**config.mk**
```make
export PLATFORM = sky130hd
export DESIGN_NAME = wake_timer
export DESIGN_NICKNAME = d
export VERILOG_FILES = /design/src/rtl/wt_pkg.sv /design/src/rtl/wt_edge_sync.sv /design/src/rtl/wt_event_core.sv /design/src/rtl/wt_sleep_gate.sv /design/src/rtl/wake_timer.sv
export SDC_FILE = /design/constraint.sdc
export NUM_CORES = 1
export LEC_CHECK = 0
export ABC_AREA = 1
export CAP_MARGIN = 0
export CELL_PAD_IN_SITES_DETAIL_PLACEMENT = 1
export CELL_PAD_IN_SITES_GLOBAL_PLACEMENT = 1
export CORE_ASPECT_RATIO = 1.25
export CORE_UTILIZATION = 51
export DETAILED_ROUTE_END_ITERATION = 8
export DONT_BUFFER_PORTS = 1
export PLACE_DENSITY_LB_ADDON = 0.1
export RECOVER_POWER = 100
export SYNTH_ARGS = -nofsm -noshare
export SYNTH_HDL_FRONTEND = slang
export SYNTH_SLANG_ARGS = --single-unit
```
**constraint.sdc**
```tcl
create_clock -name clk -period 8.7 [get_ports clk]
set_clock_uncertainty 0.15 [all_clocks]
set_input_delay 1.74 -clock clk [delete_from_list [all_inputs] [get_ports clk]]
set_output_delay 1.74 -clock clk [all_outputs]
set_load 0.02 [all_outputs]
```
**src/rtl/wt_pkg.sv**
```systemverilog
package wt_pkg;
  localparam int CNT_W    = 31;
  localparam int MANT_W   = 16;
  localparam int RES_W    = 2;
  localparam int RES_STEP = 5;

  typedef logic [CNT_W-1:0]  cnt_t;
  typedef logic [MANT_W-1:0] mant_t;
  typedef logic [RES_W-1:0]  res_t;

  typedef enum logic [1:0] {SEL_MLO = 2'd0, SEL_MHI = 2'd1, SEL_CTRL = 2'd2, SEL_NONE = 2'd3} sel_e;
  typedef enum logic [1:0] {PM0 = 2'd0, PM1 = 2'd1, PM2 = 2'd2, PM3 = 2'd3} pmode_e;

  // counter bits seen by the compare at a given resolution
  function automatic cnt_t scale_tap(cnt_t c, res_t r);
    return c >> (RES_STEP * int'(r));
  endfunction

  // full interval length in slow ticks
  function automatic cnt_t span(mant_t m, res_t r);
    cnt_t w;
    w = cnt_t'(m);
    return w << (RES_STEP * int'(r));
  endfunction

  // ticks left from a count to a target, floored at zero
  function automatic cnt_t left_to_go(cnt_t tgt, cnt_t now);
    return (tgt > now) ? (tgt - now) : '0;
  endfunction
endpackage

```
**src/rtl/wt_edge_sync.sv**
```systemverilog
module wt_edge_sync #(
  parameter int STAGES = 2
) (
  input  logic clk,
  input  logic rst_n,
  input  logic din,
  output logic tick
);
  logic [STAGES:0] sh;

  always_ff @(posedge clk or negedge rst_n) begin
    if (!rst_n) sh <= '0;
    else        sh <= {sh[STAGES-1:0], din};
  end

  assign tick = sh[STAGES-1] & ~sh[STAGES];
endmodule

```
**src/rtl/wt_event_core.sv**
```systemverilog
module wt_event_core
  import wt_pkg::*;
(
  input  logic  clk,
  input  logic  rst_n,
  input  logic  tick,
  input  logic  running,
  input  mant_t mant,
  input  res_t  res,
  output cnt_t  cnt,
  output cnt_t  cnt_after,
  output logic  fire,
  output logic  wake
);
  cnt_t cnt_nx;
  logic hit;

  assign cnt_nx = cnt + cnt_t'(1);
  assign hit    = scale_tap(cnt_nx, res) >= cnt_t'(mant);
  assign fire   = tick & running & hit;

  always_comb begin
    if (!running)  cnt_after = '0;
    else if (tick) cnt_after = hit ? '0 : cnt_nx;
    else           cnt_after = cnt;
  end

  always_ff @(posedge clk or negedge rst_n) begin
    if (!rst_n) begin
      cnt  <= '0;
      wake <= 1'b0;
    end else begin
      cnt  <= cnt_after;
      wake <= fire;
    end
  end
endmodule

```
**src/rtl/wt_sleep_gate.sv**
```systemverilog
module wt_sleep_gate
  import wt_pkg::*;
#(
  parameter int LEAD_EDGES = 3,
  parameter int MIN_SLEEP  = 384
) (
  input  logic clk,
  input  logic rst_n,
  input  logic tick,
  input  logic req,
  input  cnt_t cnt_after,
  input  cnt_t tgt,
  output logic grant,
  output logic short_flag
);
  localparam int SW = $clog2(LEAD_EDGES + 1);

  logic [SW-1:0] seen;
  logic          done;
  logic          too_short;

  assign too_short = left_to_go(tgt, cnt_after) < cnt_t'(MIN_SLEEP);

  always_ff @(posedge clk or negedge rst_n) begin
    if (!rst_n) begin
      seen       <= '0;
      done       <= 1'b0;
      grant      <= 1'b0;
      short_flag <= 1'b0;
    end else begin
      grant <= 1'b0;
      if (!req) begin
        seen <= '0;
        done <= 1'b0;
      end else if (tick && !done) begin
        if (seen == SW'(LEAD_EDGES)) begin
          grant      <= 1'b1;
          done       <= 1'b1;
          short_flag <= too_short;
        end else begin
          seen <= seen + SW'(1);
        end
      end
    end
  end
endmodule

```
**src/rtl/wake_timer.sv**
```systemverilog
module wake_timer
  import wt_pkg::*;
#(
  parameter int SYNC_STAGES = 2,
  parameter int LEAD_EDGES  = 3,
  parameter int MIN_SLEEP   = 384
) (
  input  logic       clk,
  input  logic       rst_n,
  input  logic       slow_clk,
  input  logic       wr_en,
  input  logic [1:0] wr_sel,
  input  logic [7:0] wr_data,
  input  logic [1:0] pmode,
  input  logic       sleep_req,
  output logic       sleep_grant,
  output logic       wake,
  output logic       short_sleep
);
  mant_t prog_mant, act_mant, eff_mant;
  res_t  prog_res, act_res, eff_res;
  logic  prog_en;
  logic  in_pm2;
  logic  slow_tick;
  logic  run_ok;
  logic  evt_fire;
  cnt_t  cnt_q, cnt_upd, tgt;
  logic  unused_ctrl_hi;

  assign unused_ctrl_hi = ^wr_data[7:3];

  // register writes
  always_ff @(posedge clk or negedge rst_n) begin
    if (!rst_n) begin
      prog_mant <= '0;
      prog_res  <= '0;
      prog_en   <= 1'b0;
    end else if (wr_en) begin
      case (sel_e'(wr_sel))
        SEL_MLO:  prog_mant[7:0]  <= wr_data;
        SEL_MHI:  prog_mant[15:8] <= wr_data;
        SEL_CTRL: begin
          prog_en  <= wr_data[0];
          prog_res <= wr_data[2:1];
        end
        default: ;
      endcase
    end
  end

  // compare settings frozen while in mode 2
  assign in_pm2   = (pmode_e'(pmode) == PM2);
  assign eff_mant = in_pm2 ? act_mant : prog_mant;
  assign eff_res  = in_pm2 ? act_res  : prog_res;

  always_ff @(posedge clk or negedge rst_n) begin
    if (!rst_n) begin
      act_mant <= '0;
      act_res  <= '0;
    end else if (!in_pm2) begin
      act_mant <= prog_mant;
      act_res  <= prog_res;
    end
  end

  assign run_ok = prog_en && (pmode_e'(pmode) != PM3);
  assign tgt    = span(eff_mant, eff_res);

  wt_edge_sync #(.STAGES(SYNC_STAGES)) u_sync (
    .clk  (clk),
    .rst_n(rst_n),
    .din  (slow_clk),
    .tick (slow_tick)
  );

  wt_event_core u_core (
    .clk      (clk),
    .rst_n    (rst_n),
    .tick     (slow_tick),
    .running  (run_ok),
    .mant     (eff_mant),
    .res      (eff_res),
    .cnt      (cnt_q),
    .cnt_after(cnt_upd),
    .fire     (evt_fire),
    .wake     (wake)
  );

  wt_sleep_gate #(.LEAD_EDGES(LEAD_EDGES), .MIN_SLEEP(MIN_SLEEP)) u_gate (
    .clk       (clk),
    .rst_n     (rst_n),
    .tick      (slow_tick),
    .req       (sleep_req),
    .cnt_after (cnt_upd),
    .tgt       (tgt),
    .grant     (sleep_grant),
    .short_flag(short_sleep)
  );
endmodule

```
==> metrics.txt, run 1 <==
Max Freq=124 MHz; r2r startpoint=u_core.cnt[0]; WP data required=8.84 ns; max-cap violations=1; Mapped Cells=1,399; min setup slack post-route=0.650 ns; Reg2Reg Setup Slack=1.59 ns; dpl hpwl=25,800 um; Initial DRC Count=629; Critical Path Fanout Max=32; top-count cell post-synth=nand2_1; Post-Layout Inst Area=9060 um^2; CP startpoint=pmode[0]; type of the tightest min-delay check=reg2reg; FP Rows=53; gr ovfl total=0; Slowest Stage Delay on Critical Path=0.50 ns; Die X=119 um; leakage power=0.00455 uW; most frequent CP cell=nand2_1; # DRC=0; I/O Buffers=0; Slew headroom=-1.05; Crit Path Category=in2reg; post-synth top area share=0.222; Yosys reg bits=77; cell area after synthesis=8680 um^2; area growth from synthesis to layout=4.39%; gr usage total=0.380; Hold Path Cell Cnt=0; Setup TNS=0 ns; Seq/Total Area, Yosys=0.222; htree depth=3; DP Cell Count=1,587; CTS sink count=77; HP Start=u_sync.sh[0]; hold buffers post-CTS=0; Vias=9,427; Yosys top cell by area=dfrtp_1; failing checks=max-capacitance violations, max-slew violations; CP startpoint kind=primary input; Final Cycle Share=0.925; GPL Wtd Cong=0.972; layout cells sized above 1=0.0672; global-route wire length before repair=51,200 um; Resized Gates After CTS=0; status=finished, violations left; area of placed instances=8850 um^2; Core Area=16,700 um^2; die area=17,600 um^2; CP arrival=8.19 ns; maximum clock path buffer count=2; DRT Pass-1 Iters=5; Final Hold Fails=0; largest net degree at the start of global routing=78; top post-synthesis cells by area=dfrtp_1 (22%), nand2_1 (17%), inv_1 (9.2%); Synth Net Count=1,465; main flop type after synthesis=dfrtp_1; Layout Nets=1,444; number of CTS-inserted buffers=9; EDFF count, synth=0; TritonCTS clock tree=built; initial antenna violation count=0; reg-to-reg endpoint=u_gate.short_flag; crit path max-delay cell type=o21ai_4; PD cells=250 nW/um^2; Antenna Violating Nets Remaining=0; number of global-route vias before repair=9,754; fillers=2,396; die extent in y=148 um; min Tclk post-route=8.05 ns; Post-Layout Cell Count=1,603; Post-CTS Setup Bufs=0; synth warn=0; Ant. Diodes=0; Worst-Skew Late Latency=0.36 ns; Slew Limit Fails=67; Synth cell types=44; CP Capture Point=u_gate.short_flag; initial core utilization=0.520; Via density=5.88; CTS root buffer=clkbuf_16; Slew @ Worst Pin=3.07 ns; worst vdd ir=144 uV; endpoints failing setup=0; I/O Pins=20; pre-CTS WS=0.517 ns; synthesized area per cell=6.21 um^2; Post-synth top cells=nand2_1 (401), inv_1 (213), o21ai_0 (115), nor2_1 (113), nand3_1 (95); wire per inst=20.4 um; RSZ-0062 raised after global routing=no; clk slew on worst S/H paths=0.06 ns; R2R cell count=40; Post-synth ARST share=1.00; WL final=32,700 um; final hold slack=0.217 ns; CP endpoint kind=flip-flop
==> stage by stage <==
step                      total power, uW  utilization
after floorplan                      1420            -
after global placement               1770        0.530
after detailed placement             1800        0.530
after CTS                            2250        0.550
after global routing                 2410        0.542
final                                2260        0.542
==> critical path, delay by kind of cell <==
kind | cells | cell delay [ns]
AND/OR/NAND/NOR | 18 | 2.15
AO/OA/AOI/OAI | 10 | 1.86
buffers and inverters | 10 | 1.73
adder cells (fa/ha/maj) | 2 | 0.67
==> routing by layer <==
layer	up-vias	part of all wire	global-route usage
met5	-	0	0
met4	0	0.062	0.236
met3	112	0.044	0.0586
met2	277	0.50	0.681
met1	4538	0.40	0.419
li1	4500	-	-
==> area by class of cell <==
class / instances / area, um^2 / area share
clock buffer: 12 / 256 / 0.0283
clock inverter: 4 / 77.6 / 0.00856
inverter: 216 / 811 / 0.0894
multi-input combinational: 1059 / 5610 / 0.619
sequential: 77 / 1930 / 0.213
tap: 220 / 275 / 0.0304
timing repair buffer: 15 / 110 / 0.0121
==> worst min-delay path by stage <==
stage                               to  slack (ns)
after global placement    u_sync.sh[1]        0.19
after floorplan           u_sync.sh[1]        0.18
after detailed placement  u_sync.sh[1]        0.19
final                     u_sync.sh[1]        0.22
after global routing      u_sync.sh[1]        0.24
after CTS                 u_sync.sh[1]        0.22
==> flip-flops by register name (all words and copies together), names as in the netlist <==
| register | flops |
|---|---|
| u_gate.done | 1 |
| prog_en | 1 |
| u_core.wake | 1 |
| u_core.cnt | 31 |
| act_res | 2 |
| u_gate.grant | 1 |
| prog_mant | 16 |
| u_sync.sh | 3 |
| prog_res | 2 |
| u_gate.short_flag | 1 |
| u_gate.seen | 2 |
| act_mant | 16 |
==> logic make-up after synthesis <==
family / Yosys count / share of synthesized area
XOR/XNOR: 25 / 0.0252
adder cells (fa/ha/maj): 49 / 0.0706
flip-flops: 77 / 0.222
AND/OR/NAND/NOR: 690 / 0.355
buffers and inverters: 263 / 0.123
multiplexers: 4 / 0.00461
AO/OA/AOI/OAI: 291 / 0.200
==> power by group <==
group / total [uW] / internal, uW / switching [uW]
sequential: 420 / 397 / 23.3
combinational: 1410 / 427 / 986
clock: 431 / 269 / 162
==> placed cells by master, fill, tap and decap left out, types with 4 or more instances in the layout <==
cell,count
nand2_2,12
dfrtp_1,77
nor3_1,7
nand3b_1,4
nor2_1,112
a31oi_1,13
o22ai_1,14
a21o_1,7
o21bai_1,8
o21ai_0,122
nor2_4,9
clkbuf_16,9
o211ai_1,9
clkbuf_1,5
a21oi_1,77
a21oi_2,12
nand3_2,21
inv_1,213
o21a_1,6
mux2i_1,4
o21ai_1,5
nand2_1,401
buf_4,10
o221ai_1,9
ha_1,49
nand4_1,8
nand3_1,105
xor2_1,24
(Power assumes the default switching activity.)
==> inputs of run 2 (changes only) <==
Settings changed: CORE_UTILIZATION 51 to 50, SYNTH_HIERARCHICAL set to 1.
==> metrics.txt, run 2 <==
status=finished, final reports clean (was finished, violations left); Mapped Cells=1,562 (was 1,399); top post-synthesis cells by area=nand2_1 (21%), dfrtp_1 (21%), inv_1 (10%) (was dfrtp_1 (22%), nand2_1 (17%), inv_1 (9.2%)); worst vdd ir=125 uV (was 144 uV); min Tclk post-route=7.96 ns (was 8.05 ns); leakage power=0.00519 uW (was 0.00455 uW); WL final=34,800 um (was 32,700 um); FP Rows=55 (was 53); gr usage total=0.376 (was 0.380); CP endpoint kind=flip-flop (unchanged); Slew @ Worst Pin=1.45 ns (was 3.07 ns); htree depth=3 (unchanged); Vias=10.1k (was 9,427); R2R cell count=34 (was 40); cell area after synthesis=9270 um^2 (was 8680 um^2); pre-CTS WS=0.556 ns (was 0.517 ns); number of CTS-inserted buffers=9 (unchanged); area of the multi-input gates=5940 um^2 (was 5610 um^2); crit path max-delay cell type=buf_4 (was o21ai_4); Slowest Stage Delay on Critical Path=0.57 ns (was 0.50 ns); Yosys top cell by area=nand2_1 (was dfrtp_1); WHS Endpoint=u_sync/sh[1] (was u_sync.sh[1]); most frequent CP cell=nand2_1 (unchanged); CTS root buffer=clkbuf_16 (unchanged); Seq/Total Area, Yosys=0.208 (was 0.222); Antenna Violating Nets Remaining=0 (unchanged); area growth from synthesis to layout=2.86% (was 4.39%); PD cells=229 nW/um^2 (was 250 nW/um^2); HP Start=u_sync/sh[0] (was u_sync.sh[0]); reg-to-reg endpoint=u_gate/short_flag (was u_gate.short_flag); Slew Limit Fails=0 (was 67); endpoints failing setup=0 (unchanged); die extent in y=154 um (was 148 um); wire per inst=19.7 um (was 20.4 um); top flop regs=u_core/cnt: 31 flops, act_mant: 16 flops, prog_mant: 16 flops (was u_core.cnt: 31 flops, act_mant: 16 flops, prog_mant: 16 flops); Critical Path Fanout Max=66 (was 32); CP startpoint kind=primary input (unchanged); top-count cell post-synth=nand2_1 (unchanged); Crit Path Category=in2reg (unchanged); Post-synth ARST share=1.00 (unchanged); post-layout power=2180 uW (was 2260 uW); I/O Pins=20 (unchanged); most frequent cells in the layout=nand2_1 (517), inv_1 (256), nand3_1 (183), nor2_1 (112), o21ai_0 (80) (was nand2_1 (401), inv_1 (213), o21ai_0 (122), nor2_1 (112), nand3_1 (105)); RSZ-0062 raised after global routing=no (unchanged); Internal=1020 uW (was 1090 uW); Setup TNS=0 ns (unchanged); r2r startpoint=u_core/cnt[0] (was u_core.cnt[0]); EDFF count, synth=0 (unchanged); clk slew on worst S/H paths=0.07 ns (was 0.06 ns); final hold slack=0.200 ns (was 0.217 ns); DRT Pass-1 Iters=5 (unchanged); GPL Wtd Cong=0.940 (was 0.972); TritonCTS clock tree=built (unchanged); Seq pwr share=0.193 (was 0.185); fillers=2,693 (was 2,396); Final Cycle Share=0.915 (was 0.925); Post-synth top cells=nand2_1 (517), inv_1 (256), nand3_1 (183), nor2_1 (112), o21ai_0 (78) (was nand2_1 (401), inv_1 (213), o21ai_0 (115), nor2_1 (113), nand3_1 (95)); number of global-route vias before repair=10.4k (was 9,754); synth warn=6 (was 0); Hold Path Cell Cnt=0 (unchanged); Post-CTS Setup Bufs=0 (unchanged); # DRC=0 (unchanged); maximum clock path buffer count=2 (unchanged); Reg2Reg Setup Slack=1.91 ns (was 1.59 ns); dpl hpwl=27,700 um (was 25,800 um); Yosys reg bits=77 (unchanged); Layout Nets=1,602 (was 1,444); Clock Power Share=0.182 (was 0.191); Synth Net Count=1,628 (was 1,465); CP arrival=8.09 ns (was 8.19 ns); Biggest register=u_core/cnt (was u_core.cnt); switching part of the total power=0.533 (was 0.517); Core Area=18,100 um^2 (was 16,700 um^2); Die X=124 um (was 119 um); max-cap violations=0 (was 1); largest net degree at the start of global routing=85 (was 78); Ant. Diodes=0 (unchanged); CTS sink count=77 (unchanged); Final Hold Fails=0 (unchanged); die area=19,100 um^2 (was 17,600 um^2); gr ovfl total=0 (unchanged); initial core utilization=0.512 (was 0.520); main flop type after synthesis=dfrtp_1 (unchanged); initial antenna violation count=0 (unchanged); post-synth top area share=0.209 (was 0.222); combinational share of power=0.625 (was 0.624); Via density=5.70 (was 5.88); min setup slack post-route=0.742 ns (was 0.650 ns); Resized Gates After CTS=0 (unchanged); Initial DRC Count=655 (was 629); type of the tightest min-delay check=reg2reg (unchanged); global-route wire length before repair=54,200 um (was 51,200 um); I/O Buffers=0 (unchanged); Max Freq=126 MHz (was 124 MHz); register area=1930 um^2 (unchanged); synthesized area per cell=5.94 um^2 (was 6.21 um^2); WP data required=8.83 ns (was 8.84 ns); hold buffers post-CTS=0 (unchanged); switching pwr=1160 uW (was 1170 uW); layout cells sized above 1=0.0655 (was 0.0672); Worst-Skew Late Latency=0.35 ns (was 0.36 ns); commonest non-fill, non-tap cell in the layout=nand2_1 (unchanged); number of flip-flops in the largest register=31 (unchanged); Slew headroom=0.0318 (was -1.05); Synth cell types=49 (was 44)
-- run 2: cell count changes in the layout (fill, tap and decap cells not counted), moves of 10 or more --
| cell | previous run | this run |
|---|---|---|
| xor2_1 | 24 | 11 |
| a31oi_1 | 13 | 3 |
| inv_1 | 213 | 256 |
| o22ai_1 | 14 | 2 |
| nand2_1 | 401 | 517 |
| nor2_2 | 3 | 14 |
| nand3_2 | 21 | 8 |
| a21oi_2 | 12 | 1 |
| o21ai_0 | 122 | 80 |
| nand3_1 | 105 | 183 |
-- run 2: area by class of cell --
class	count	share of cell area
multi-input combinational	1175	0.623
sequential	77	0.202
inverter	262	0.103
tap	228	0.0299
clock buffer	9	0.0236
timing repair buffer	11	0.00918
clock inverter	7	0.00879
-- run 2: layer usage --
layer / wire [um] / GRT usage
met2: 17000 / 0.637
met1: 14300 / 0.437
met3: 1180 / 0.0476
met5: 0 / 0
met4: 2400 / 0.247
-- run 2: cells by family after synthesis --
| kind of cell | after synthesis | synth area share |
|---|---|---|
| AND/OR/NAND/NOR | 906 | 0.433 |
| buffers and inverters | 310 | 0.145 |
| AO/OA/AOI/OAI | 201 | 0.130 |
| flip-flops | 77 | 0.208 |
| adder cells (fa/ha/maj) | 49 | 0.0661 |
| XOR/XNOR | 17 | 0.0161 |
| multiplexers | 2 | 0.00216 |
-- run 2: worst max path at each step --
stage,cells after the start,start,slack (ns),end
2_1_floorplan,38,pmode[0],1.58,u_gate/short_flag
3_3_place_gp,32,pmode[0],0.84,u_gate/short_flag
3_5_place_dp,31,pmode[0],0.56,u_gate/short_flag
4_1_cts,32,pmode[0],0.90,u_gate/short_flag
5_1_grt,32,pmode[0],0.18,u_gate/short_flag
6_report,31,pmode[0],0.74,u_gate/short_flag
-- run 2: worst max-delay path, delay by kind of cell --
kind / cells / cell delay [ns]
AND/OR/NAND/NOR: 15 / 2.38
AO/OA/AOI/OAI: 9 / 1.91
buffers and inverters: 4 / 0.95
adder cells (fa/ha/maj): 2 / 0.81
multiplexers: 1 / 0.26
-- run 2: metrics by stage --
step | utilization | cells | instance area, um^2
5_1_grt | 0.527 | 1769 | 9540
2_1_floorplan | - | 1562 | 9270
6_report | 0.527 | 1769 | 9540
3_5_place_dp | 0.515 | 1753 | 9310
4_1_cts | 0.532 | 1769 | 9620
3_3_place_gp | 0.515 | 1753 | 9310
-- run 2: power by group through the flow --
stage,clock [uW],sequential (uW),combinational [uW]
3_3_place_gp,0,426,1300
4_1_cts,401,421,1350
2_1_floorplan,0,418,1010
5_1_grt,414,426,1510
3_5_place_dp,0,427,1340
6_report,396,421,1360
==> inputs of run 3 (changes only) <==
Settings changed: ABC_AREA 1 to 0, CORE_UTILIZATION 50 to 54.
==> metrics.txt, run 3 <==
Post-synth top cells=nand2_1 (96), dfrtp_1 (77), inv_1 (68), nand4_1 (58), nor2_1 (51) (was nand2_1 (517), inv_1 (256), nand3_1 (183), nor2_1 (112), o21ai_0 (78)); Slew Limit Fails=28 (was 0); gr ovfl total=0 (unchanged); Core Area=15,000 um^2 (was 18,100 um^2); DRT Pass-1 Iters=5 (unchanged); # DRC=0 (unchanged); global-route wire length before repair=47,300 um (was 54,200 um); Slowest Stage Delay on Critical Path=0.69 ns (was 0.57 ns); WL final=30,000 um (was 34,800 um); register area=1930 um^2 (unchanged); post-synth top area share=0.232 (was 0.209); Final Hold Fails=0 (unchanged); final hold slack=0.208 ns (was 0.200 ns); Worst-Skew Late Latency=0.35 ns (about the same); GPL Wtd Cong=1.00 (was 0.940); dpl hpwl=23,200 um (was 27,700 um); area of the multi-input gates=5680 um^2 (was 5940 um^2); Slew @ Worst Pin=2.13 ns (was 1.45 ns); area of placed instances=8280 um^2 (was 9310 um^2); Reg2Reg Setup Slack=0.68 ns (was 1.91 ns); Synth Net Count=1,077 (was 1,628); synthesized area per cell=8.23 um^2 (was 5.94 um^2); I/O Buffers=0 (unchanged); maximum clock path buffer count=2 (unchanged); PD cells=226 nW/um^2 (was 229 nW/um^2); Vias=7,886 (was 10.1k); TritonCTS clock tree=built (unchanged); most frequent cells in the layout=nand2_1 (96), dfrtp_1 (77), inv_1 (68), nand4_1 (58), nor2_1 (51) (was nand2_1 (517), inv_1 (256), nand3_1 (183), nor2_1 (112), o21ai_0 (80)); R2R cell count=28 (was 34); Resized Gates After CTS=0 (unchanged); Yosys top cell by area=dfrtp_1 (was nand2_1); CP Capture Point=u_gate/short_flag (unchanged); layout cells sized above 1=0.0976 (was 0.0655); reg-to-reg endpoint=u_gate/short_flag (unchanged); max-cap violations=1 (was 0); Layout Nets=1,034 (was 1,602); status=finished, violations left (was finished, final reports clean); endpoints failing setup=0 (unchanged); Post-Layout Inst Area=8540 um^2 (was 9540 um^2); type of the tightest min-delay check=reg2reg (unchanged); area growth from synthesis to layout=2.63% (was 2.86%); number of CTS-inserted buffers=9 (unchanged); Synth cell types=88 (was 49); Final Cycle Share=0.924 (was 0.915); Post-synth ARST share=1.00 (unchanged); FP Rows=50 (was 55); CTS sink count=77 (unchanged); CTS root buffer=clkbuf_16 (unchanged); Crit Path Category=in2reg (unchanged); Ant. Diodes=0 (unchanged); Setup TNS=0 ns (unchanged); crit path max-delay cell type=a211oi_2 (was buf_4); fillers=1,808 (was 2,693); largest net degree at the start of global routing=78 (was 85); Max Freq=124 MHz (was 126 MHz); Seq/Total Area, Yosys=0.232 (was 0.208); wire per inst=26.0 um (was 19.7 um); Post-CTS Setup Bufs=0 (unchanged); leakage power=0.00351 uW (was 0.00519 uW); number of flip-flops in the largest register=31 (unchanged); met3 WL=1330 um (was 1180 um); main flop type after synthesis=dfrtp_1 (unchanged); top post-synthesis cells by area=dfrtp_1 (23%), ha_1 (7.4%), nand4_1 (4.4%) (was nand2_1 (21%), dfrtp_1 (21%), inv_1 (10%)); Antenna Violating Nets Remaining=0 (unchanged); Via density=6.83 (was 5.70); Yosys reg bits=77 (unchanged); gr usage total=0.390 (was 0.376); r2r startpoint=u_core/cnt[19] (was u_core/cnt[0]); post-layout power=1930 uW (was 2180 uW); Routed met2 length=14,900 um (was 17,000 um); commonest non-fill, non-tap cell in the layout=nand2_1 (unchanged); CP endpoint kind=flip-flop (unchanged); synth warn=6 (unchanged); CP arrival=8.14 ns (was 8.09 ns); hold buffers post-CTS=0 (unchanged); failing checks=max-capacitance violations, max-slew violations; number of global-route vias before repair=8,554 (was 10.4k); uppermost routed layer=met4 (unchanged); Biggest register=u_core/cnt (unchanged); Mapped Cells=1,011 (was 1,562); WP data required=8.81 ns (was 8.83 ns); die area=15,900 um^2 (was 19,100 um^2); I/O Pins=20 (unchanged); htree depth=3 (unchanged); EDFF count, synth=0 (unchanged); RSZ-0062 raised after global routing=no (unchanged); Die X=113 um (was 124 um); Critical Path Fanout Max=13 (was 66); min Tclk post-route=8.04 ns (was 7.96 ns); top flop regs=u_core/cnt: 31 flops, act_mant: 16 flops, prog_mant: 16 flops (unchanged); cell area after synthesis=8320 um^2 (was 9270 um^2); HP Start=u_sync/sh[0] (unchanged); met1 WL=11,600 um (was 14,300 um); die extent in y=141 um (was 154 um); initial antenna violation count=0 (unchanged); worst vdd ir=134 uV (was 125 uV); clk slew on worst S/H paths=0.06 ns (was 0.07 ns); CP startpoint=pmode[1] (was pmode[0]); top-count cell post-synth=nand2_1 (unchanged); initial core utilization=0.554 (was 0.512); Slew headroom=-0.423 (was 0.0318); CP startpoint kind=primary input (unchanged); Initial DRC Count=580 (was 655)
-- run 3: area by class of cell --
class | count | area share
clock buffer | 9 | 0.0264
clock inverter | 7 | 0.00952
inverter | 72 | 0.0316
multi-input combinational | 790 | 0.664
sequential | 77 | 0.226
tap | 182 | 0.0267
timing repair buffer | 18 | 0.0158
-- run 3: worst min path at each step --
stage / endpoint / depth (start not counted) / slack (ns)
finish: u_sync/sh[1] / 0 / 0.21
global route: u_sync/sh[1] / 0 / 0.22
CTS: u_sync/sh[1] / 0 / 0.21
detailed placement: u_sync/sh[1] / 0 / 0.19
global placement: u_sync/sh[1] / 0 / 0.19
floorplan: u_sync/sh[1] / 0 / 0.18
-- run 3: power breakdown --
part / switching (uW) / internal, uW / leakage, uW
registers: 28.3 / 395 / 0.000984
clock network: 183 / 205 / 0.000150
logic: 709 / 413 / 0.00238
-- run 3: logic make-up (layout without fill, tap and decap cells) --
kind of cell / after synthesis / count (layout) / synth area share
AND/OR/NAND/NOR: 378 / 378 / 0.248
AO/OA/AOI/OAI: 227 / 227 / 0.194
buffers and inverters: 144 / 106 / 0.0816
flip-flops: 77 / 77 / 0.232
multiplexers: 73 / 73 / 0.104
XOR/XNOR: 63 / 63 / 0.0663
adder cells (fa/ha/maj): 49 / 49 / 0.0737
-- run 3: metrics by stage --
step / utilization / instances / setup WS, ns
6_report: 0.569 / 1155 / 0.664
5_1_grt: 0.569 / 1155 / 0.131
2_1_floorplan: - / 1011 / 0.770
3_3_place_gp: 0.552 / 1139 / 0.634
3_5_place_dp: 0.552 / 1139 / 0.504
4_1_cts: 0.572 / 1155 / 0.851
-- run 3: worst max-delay path, delay by kind of cell --
family	cells	cell delay, ns
AO/OA/AOI/OAI	11	2.67
XOR/XNOR	1	0.15
adder cells (fa/ha/maj)	2	0.58
AND/OR/NAND/NOR	10	1.65
buffers and inverters	6	1.15
multiplexers	1	0.19
-- run 3: layer usage --
| metal | vias to the layer above | track usage |
|---|---|---|
| li1 | 3582 | - |
| met4 | 0 | 0.276 |
| met3 | 113 | 0.0684 |
| met1 | 3950 | 0.430 |
| met2 | 241 | 0.676 |
| met5 | - | 0 |
